==> config.mk <==
export PLATFORM = sky130hd
export DESIGN_NAME = sdclk_gen
export DESIGN_NICKNAME = d
export VERILOG_FILES = /design/src/rtl/sdclk_pkg.sv /design/src/rtl/sdclk_width_dec.sv /design/src/rtl/sdclk_div_core.sv /design/src/rtl/sdclk_bypass_gate.sv /design/src/rtl/sdclk_gen.sv
export SDC_FILE = /design/constraint.sdc
export NUM_CORES = 1
export LEC_CHECK = 0
export ABC_AREA = 1
export BUFFER_PORTS_ARGS = -buffer_cell sky130_fd_sc_hd__buf_2
export CORE_ASPECT_RATIO = 0.6
export CORE_MARGIN = 2
export CORE_UTILIZATION = 48
export DETAILED_ROUTE_END_ITERATION = 12
export PLACE_DENSITY = 0.8
export REMOVE_ABC_BUFFERS = 1
export SLEW_MARGIN = 20
export SYNTH_ARGS = -nofsm -noshare
export SYNTH_HDL_FRONTEND = slang
export SYNTH_SLANG_ARGS = --single-unit
==> constraint.sdc <==
create_clock -name clk_i -period 2.1 [get_ports clk_i]
set_input_delay 0.105 -clock clk_i [delete_from_list [all_inputs] [get_ports clk_i]]
set_output_delay 0.105 -clock clk_i [all_outputs]
set_load 0.02 [all_outputs]
==> src/rtl/sdclk_pkg.sv <==
package sdclk_pkg;

  localparam int unsigned CFG_W_DEF     = 32;
  localparam int unsigned DIV_W_DEF     = 10;
  localparam int unsigned PSAVE_BIT_DEF = 12;
  localparam int unsigned W4_BIT_DEF    = 14;
  localparam int unsigned W8_BIT_DEF    = 15;
  localparam int unsigned EDGE_BIT_DEF  = 16;

  typedef enum logic [1:0] {
    BUS_X1 = 2'd0,
    BUS_X4 = 2'd1,
    BUS_X8 = 2'd2
  } bus_width_e;

  // Wider setting wins when both width bits are present.
  function automatic bus_width_e width_decode(input logic sel4, input logic sel8);
    if (sel8)      return BUS_X8;
    else if (sel4) return BUS_X4;
    else           return BUS_X1;
  endfunction

  // The card clock may run when gating is off or the bus is active.
  function automatic logic clock_allowed(input logic psave, input logic busy);
    return !psave || busy;
  endfunction

endpackage

==> src/rtl/sdclk_width_dec.sv <==
module sdclk_width_dec
  import sdclk_pkg::*;
#(
  parameter int unsigned CFG_W  = CFG_W_DEF,
  parameter int unsigned W4_BIT = W4_BIT_DEF,
  parameter int unsigned W8_BIT = W8_BIT_DEF
) (
  input  logic [CFG_W-1:0] cfg_i,
  output logic [1:0]       width_o
);

  bus_width_e width_code;

  always_comb begin
    width_code = width_decode(cfg_i[W4_BIT], cfg_i[W8_BIT]);
    width_o    = width_code;
  end

endmodule

==> src/rtl/sdclk_div_core.sv <==
module sdclk_div_core #(
  parameter int unsigned DIV_W = 10
) (
  input  logic             clk_i,
  input  logic             rst_ni,
  input  logic [DIV_W-1:0] div_i,
  input  logic             edge_i,
  input  logic             run_i,
  output logic             phase_o,
  output logic             bypass_o,
  output logic             term_o,
  output logic             stall_o,
  output logic             stb_o,
  output logic [DIV_W-1:0] div_held_o
);

  logic [DIV_W-1:0] div_q;
  logic [DIV_W-1:0] cnt_q;
  logic             phase_q;
  logic             toggle;

  function automatic logic last_count(input logic [DIV_W-1:0] cnt,
                                      input logic [DIV_W-1:0] div);
    return cnt == DIV_W'(div - 1'b1);
  endfunction

  always_comb begin
    bypass_o = (div_q == '0);
    term_o   = !bypass_o && last_count(cnt_q, div_q);
    // A high phase always ends; a low phase may be held by gating.
    toggle   = term_o && (phase_q || run_i);
    stall_o  = term_o && !phase_q && !run_i;
    stb_o    = toggle && (edge_i ? phase_q : !phase_q);
  end

  always_ff @(posedge clk_i or negedge rst_ni) begin
    if (!rst_ni) begin
      div_q   <= '0;
      cnt_q   <= '0;
      phase_q <= 1'b0;
    end else if (bypass_o) begin
      div_q   <= div_i;
      cnt_q   <= '0;
      phase_q <= 1'b0;
    end else if (toggle) begin
      phase_q <= !phase_q;
      cnt_q   <= '0;
      if (phase_q) div_q <= div_i;
    end else if (stall_o) begin
      div_q <= div_i;
      cnt_q <= DIV_W'(div_i - 1'b1);
    end else begin
      cnt_q <= cnt_q + 1'b1;
    end
  end

  assign phase_o    = phase_q;
  assign div_held_o = div_q;

endmodule

==> src/rtl/sdclk_bypass_gate.sv <==
module sdclk_bypass_gate (
  input  logic clk_i,
  input  logic rst_ni,
  input  logic run_i,
  output logic gated_clk_o,
  output logic gate_en_o
);

  logic en_q;

  // Captured while the kernel clock is low, so the AND cannot glitch.
  always_ff @(negedge clk_i or negedge rst_ni) begin
    if (!rst_ni) en_q <= 1'b0;
    else         en_q <= run_i;
  end

  assign gated_clk_o = clk_i & en_q;
  assign gate_en_o   = en_q;

endmodule

==> src/rtl/sdclk_gen.sv <==
module sdclk_gen
  import sdclk_pkg::*;
#(
  parameter int unsigned CFG_W     = CFG_W_DEF,
  parameter int unsigned DIV_W     = DIV_W_DEF,
  parameter int unsigned PSAVE_BIT = PSAVE_BIT_DEF,
  parameter int unsigned W4_BIT    = W4_BIT_DEF,
  parameter int unsigned W8_BIT    = W8_BIT_DEF,
  parameter int unsigned EDGE_BIT  = EDGE_BIT_DEF
) (
  input  logic             clk_i,
  input  logic             rst_ni,
  input  logic [CFG_W-1:0] cfg_word_i,
  input  logic             bus_busy_i,
  output logic             card_clk_o,
  output logic             upd_stb_o,
  output logic [1:0]       bus_width_o
);

  logic [DIV_W-1:0] cfg_div;
  logic             cfg_edge;
  logic             cfg_psave;
  logic             run;
  logic             div_phase;
  logic             div_bypass;
  logic             div_term;
  logic             div_stall;
  logic             div_stb;
  logic [DIV_W-1:0] div_held;
  logic             byp_clk;
  logic             byp_en;

  assign cfg_div   = cfg_word_i[DIV_W-1:0];
  assign cfg_edge  = cfg_word_i[EDGE_BIT];
  assign cfg_psave = cfg_word_i[PSAVE_BIT];
  assign run       = clock_allowed(cfg_psave, bus_busy_i);

  sdclk_div_core #(.DIV_W(DIV_W)) u_core (
    .clk_i      (clk_i),
    .rst_ni     (rst_ni),
    .div_i      (cfg_div),
    .edge_i     (cfg_edge),
    .run_i      (run),
    .phase_o    (div_phase),
    .bypass_o   (div_bypass),
    .term_o     (div_term),
    .stall_o    (div_stall),
    .stb_o      (div_stb),
    .div_held_o (div_held)
  );

  sdclk_bypass_gate u_gate (
    .clk_i       (clk_i),
    .rst_ni      (rst_ni),
    .run_i       (run),
    .gated_clk_o (byp_clk),
    .gate_en_o   (byp_en)
  );

  sdclk_width_dec #(
    .CFG_W  (CFG_W),
    .W4_BIT (W4_BIT),
    .W8_BIT (W8_BIT)
  ) u_width (
    .cfg_i   (cfg_word_i),
    .width_o (bus_width_o)
  );

  assign card_clk_o = div_bypass ? byp_clk : div_phase;
  assign upd_stb_o  = div_bypass ? run : div_stb;

endmodule

==> qor.yml, run 1 <==
outcome:
  status: "complete, but fails checks"
  violations: "negative setup slack"
setup_path:
  cp-start-kind: "flop"
  worstPathArrival_ns: 2.31
  crit_buf_inv: 1
  endpoint: "card_clk_o"
  worst_r2r_path_depth: 7
  slowest_delay_ns: 0.44
  rr_endpoint: "u_core.cnt_q[1]"
  critPathMaxFanout: 1
  slowest_stage: "dfrtn_1"
  critical_path_class: "flop to output port"
  cp_top_family: "flip-flops"
  crit_start: "u_gate.gate_en_o"
  critical_path.cell_chain: "nand2_1 > a21oi_2 > buf_4"
  critPathRequiredTime_ns: 2.00
  rrSetupSlack_ns: -0.20
  r2r-start: "u_core.phase_o"
  worst-path-stages: 3
  end_kind: "output port"
sta:
  grt_setup_unrepaired: "true"
  finalMaxSlewViolations: 0
  finalSetupTns_ns: -3.06
  setup_ws_ns: -0.320
  finalHoldViolCount: 0
  finClkSkew_ns: 0.00956
  tightest_slew_ns: 0.683
  relSlewSlack: 0.543
  setup_viol: 23
layout:
  drive_gt1_frac: 0.346
  syn_to_final_growth_pct: 48.3
  num_antenna_cells: 0
  design_area_um2: 2570
  layout_commonest_cell: "nand2_1"
  nets: 358
  mostFrequentLayoutCells: "nand2_1 (53), inv_1 (40), nor2_1 (32)"
min_path:
  holdCritPathClass: "input pin to asynchronous set/reset pin"
placement:
  place_hpwl_mm: 3.33
  place_congestion: 0.892
  portBuffers: 20
  place_ws_ns: -0.00526
  dpl_cell_area_um2: 1970
global_routing:
  grtUsageMet3: 0.0540
  grtUsageMet1: 0.394
  grt_pass1_vias: 1768
  overflow: 0
  grt_use_met2: 0.430
  grt_start_max_net_pins: 22
  track_usage: 0.282
  antenna_found_initial: 0
  grt_pass1_wl_mm: 8.51
  grt_most_used_layer: "met2"
power_and_ir_drop:
  powerDensity_nw_per_um2: 1150
  clkPwrFrac: 0.205
  total_power_w: 0.00297
  peakVddDrop_v: 0.000648
  switchingPower_w: 0.00135
  power.share.sequential: 0.297
  p_leak_nw: 1.38
  swShare: 0.455
  p_int_w: 0.00162
  p_comb_frac: 0.498
logic_synthesis:
  syn_avg_cell_area_um2: 6.68
  ys_seq_elements: 22
  synthCells: 260
  synthDistinctLibCells: 26
  synth_warnings: 0
  seq_area_frac_synth: 0.317
  synth_area_um2: 1740
floorplan:
  die_h_um: 50.6
  rows: 16
  io_pins: 39
  die_area_um2: 4130
  core-area_um2: 3360
  die_w_um: 81.7
  initial_utilization: 0.516
drt:
  vias: 1890
  dr.pass1.iters: 5
  wl_mm: 5.96
  drt-wirelength-per-cell_um: 16.4
  drc: 0
  drt_iter0_markers: 183
  ant_nets: 0
  viasPerCell: 5.21
cts:
  clk_latency_ns: 0.38
  cts_tree: "built"
  clk_pin_slew_ns: 0.09
flow_run:
  maxCapViolCount: 0
[synth_stat cells (all sizes together)]
| master | n | share of area |
|---|---|---|
| dfrtn | 1 | 0.014 |
| nand3b | 2 | 0.0086 |
| nor3 | 3 | 0.0086 |
| nand3 | 20 | 0.058 |
| nor2 | 39 | 0.10 |
| and2 | 1 | 0.0036 |
| ha | 4 | 0.029 |
| dfrtp | 21 | 0.30 |
| xnor2 | 8 | 0.040 |
| a21oi | 4 | 0.014 |
| a31oi | 1 | 0.0036 |
| xor2 | 13 | 0.066 |
| or2 | 1 | 0.0036 |
| inv | 45 | 0.097 |
| nand4 | 4 | 0.014 |
| buf | 4 | 0.022 |
| o21ai | 15 | 0.043 |
| nand2 | 74 | 0.17 |
[timing repair]
item,CTS,global route
hold buffers,11,0
setup endpoints to repair,10,24
resized for setup,39,34
endpoints found under the hold margin,31,0
pin swaps,13,15
cloned,3,0
buffers inserted,5,4
[cell families after synthesis]
| kind of cell | share of synthesized area |
|---|---|
| simple gates | 0.369 |
| buf+inv | 0.119 |
| flops | 0.317 |
| xor+xnor | 0.106 |
| compound gates | 0.0605 |
| fa+ha+maj | 0.0288 |
[layer usage]
metal,routed length [um],up-vias
met3,456,15
met2,2760,82
met1,2620,879
met5,0,-
li1,-,914
met4,126,0
[worst min-delay path: cells and delay by family]
| kind | cells | cell delay (ns) |
|---|---|---|
| buf+inv | 3 | 0.94 |
[worst min-delay path by stage]
stage,start,end,slack (ns),cells after the start
final,rst_ni,u_core.div_held_o[7],0.27,3
after global routing,rst_ni,u_core.div_held_o[7],0.31,3
after CTS,rst_ni,u_core.div_held_o[7],0.28,3
after detailed placement,rst_ni,u_core.div_held_o[7],0.14,2
after global placement,rst_ni,u_core.div_held_o[7],0.14,2
after floorplan,rst_ni,u_core.cnt_q[0],-0.19,0
[registers in the layout, indices dropped and copies added (netlist names)]
signal,cells
u_core.div_held_o,10
u_core.phase_o,1
u_gate.gate_en_o,1
u_core.cnt_q,10
[power groups by stage]
stage	combinational, W	clock, W	sequential, W
2_1_floorplan	0.000896	0.0000206	0.000783
3_3_place_gp	0.00116	0.0000268	0.000853
3_5_place_dp	0.00119	0.0000268	0.000860
4_1_cts	0.00131	0.000586	0.000857
5_1_grt	0.00167	0.000621	0.000910
6_report	0.00148	0.000609	0.000884
[layout make-up]
| type | count | area, um2 |
|---|---|---|
| Multi-Input combinational cell | 190 | 1220 |
| Fill cell | 206 | 788 |
| Sequential cell | 22 | 551 |
| Timing Repair Buffer | 53 | 455 |
| Inverter | 45 | 169 |
| Clock buffer | 7 | 90.1 |
| Tap cell | 45 | 56.3 |
| Clock inverter | 1 | 30.0 |
[per-stage QoR]
step | cells | hold WS, ns | utilization
CTS | 359 | 0.282 | 0.718
finish | 363 | 0.270 | 0.766
global route | 363 | 0.312 | 0.766
global placement | 333 | 0.135 | 0.586
detailed placement | 333 | 0.137 | 0.586
floorplan | 256 | -0.191 | -
Power figures use the tool's default switching activity.
==> inputs of run 2 (changes only) <==
- ABC_AREA: 1 -> unset
- PLACE_DENSITY: 0.8 -> 0.81
==> qor.yml, run 2 <==
setup_path:
  end_kind: "output port"
  critical_path_class: "flop to output port"
  r2r-start: "u_core.div_held_o[0]"
  critPathMaxFanout: 2
  cp-start-kind: "flop"
  crit_start: "u_core.div_held_o[0]"
  worstPathArrival_ns: 2.59
  critPathRequiredTime_ns: 2.00
placement:
  place_hpwl_mm: 3.35
  portBuffers: 20
  place_congestion: 0.958
logic_synthesis:
  yosys.cell_count.top_type: "nand2_1"
  syn_avg_cell_area_um2: 9.37
  synth_warnings: 0
  synth_area_um2: 1630
  ys_top_cells_by_count: "nand2_1 (23), dfrtp_1 (21), xnor2_1 (15)"
  synthCells: 174
  synth_edf_count: 0
  seq_area_frac_synth: 0.338
  ys_seq_elements: 22
  synth_top_area_frac: 0.322
  synth-async-reset-ratio: 1.00
  synth.area.top_cells: "dfrtp_1 (32%), xnor2_1 (8.1%), mux2i_1 (7.4%)"
  synthDistinctLibCells: 41
  yosys.area.top_type: "dfrtp_1"
  synth_flop_cell: "dfrtp_1"
floorplan:
  io_pins: 39
  core-area_um2: 3240
  die_h_um: 49.1
  die_area_um2: 3890
  die_w_um: 79.2
  rows: 16
  initial_utilization: 0.503
power_and_ir_drop:
  p_leak_nw: 1.06
  peakVddDrop_v: 0.000944
  powerDensity_nw_per_um2: 1510
global_routing:
  grt_pass1_vias: 1584
  track_usage: 0.264
  antenna_found_initial: 0
  overflow: 0
  grt_start_max_net_pins: 22
  grt_pass1_wl_mm: 7.62
flow_run:
  maxCapViolCount: 0
drt:
  drt_iter0_markers: 147
  viasPerCell: 5.70
  vias: 1584
  drc: 0
  wl_mm: 4.59
  dr.pass1.iters: 4
  ant_nets: 0
  drt-wirelength-per-cell_um: 16.5
min_path:
  worstHoldStart: "cfg_word_i[3]"
  holdCritPathClass: "input pin to flop"
sta:
  relSlewSlack: 0.556
  tightest_slew_ns: 0.662
  fin_crit_sh: 1.28
  finalMaxSlewViolations: 0
  fin_crit_ns: 2.69
  finalHoldViolCount: 0
  max_freq_mhz: 372
  holdWs_ns: 0.00353
  setup_ws_ns: -0.590
  grt_setup_unrepaired: "true"
  finClkSkew_ns: 0.00189
  setup_viol: 24
layout:
  nets: 273
  utilization: 0.701
  num_antenna_cells: 0
  layout_commonest_cell: "buf_4"
  mostFrequentLayoutCells: "buf_4 (26), nand2_1 (22), dfrtp_1 (21)"
  drive_gt1_frac: 0.369
  syn_to_final_growth_pct: 39.4
cts:
  cts_tree: "built"
  clk_pin_slew_ns: 0.08
  clk_latency_ns: 0.37
outcome:
  status: "complete, but fails checks"
  violations: "negative setup slack"
-- run 2: cell types whose count changed after synthesis, moves of 7 or more --
cell,before,now
nand3_1,20,10
nand2_1,68,23
o21ai_1,8,0
xnor2_1,8,15
inv_1,43,5
mux2i_1,0,12
nor2_1,33,7
-- run 2: where the power goes --
part / switching, W / leakage [nW] / internal, W
combinational: 0.000993 / 0.728 / 0.000982
clock: 0.000200 / 0.0676 / 0.000401
sequential: 0.000227 / 0.269 / 0.000625
-- run 2: timing repair --
item	in CTS	in global routing
pin swaps	7	4
endpoints found under the hold margin	23	0
setup endpoints to repair	25	26
hold buffers	3	0
buffers inserted	2	2
cloned	0	0
gates resized for setup	13	16
-- run 2: path summary, 6_finish.rpt --
check	end	slack (ns)	depth (start not counted)
max	upd_stb_o	-0.59	10
min	u_core.div_held_o[3]	0.004	2
max reg2reg	u_core.div_held_o[0]	-0.49	11
min reg2reg	u_core.div_held_o[8]	0.59	1
max in group asynchronous	u_gate.gate_en_o	1.02	2
min in group asynchronous	u_core.div_held_o[9]	0.25	3
-- run 2: critical path: stages (launching register included) --
cell and delay (ns):
dfrtp_1 0.41, inv_2 0.08, ha_4 0.13, or4b_4 0.46, o21a_1 0.12, a2111o_1 0.33, nor3_4 0.21, buf_6 0.12
nand4_1 0.10, nand3_1 0.13, buf_6 0.12
-- run 2: area by class of cell --
cell class | count | area, um2
Clock buffer | 7 | 93.8
Multi-Input combinational cell | 142 | 1110
Inverter | 5 | 18.8
Clock inverter | 1 | 30.0
Timing Repair Buffer | 56 | 417
Tap cell | 45 | 56.3
Sequential cell | 22 | 551
Fill cell | 255 | 970
-- run 2: logic make-up (layout without fill, tap and decap cells) --
logic type,after synthesis,after routing,synth area share
xor+xnor,26,26,0.140
buf+inv,10,69,0.0345
mux,12,12,0.0737
flops,22,22,0.338
simple gates,76,76,0.259
compound gates,24,24,0.125
fa+ha+maj,4,4,0.0307
-- run 2: metal layers --
| metal | part of all wire | track usage | routed length, um | vias to the layer above |
|---|---|---|---|---|
| li1 | - | - | - | 744 |
| met1 | 0.46 | 0.353 | 2110 | 761 |
| met2 | 0.44 | 0.405 | 2030 | 71 |
| met3 | 0.085 | 0.102 | 389 | 8 |
| met4 | 0.012 | 0.0575 | 55 | 0 |
| met5 | 0 | 0 | 0 | - |
-- run 2: per-stage QoR --
step	total power, W	cells	setup TNS (ns)	setup WS, ns	cell area (um2)
finish	0.00343	278	-8.58	-0.590	2270
global route	0.00367	278	-10.35	-0.656	2270
CTS	0.00333	276	-7.01	-0.543	2180
detailed placement	0.00262	264	-7.35	-0.391	1970
global placement	0.00258	264	-5.25	-0.257	1970
floorplan	0.00194	169	-8.67	-0.521	1590
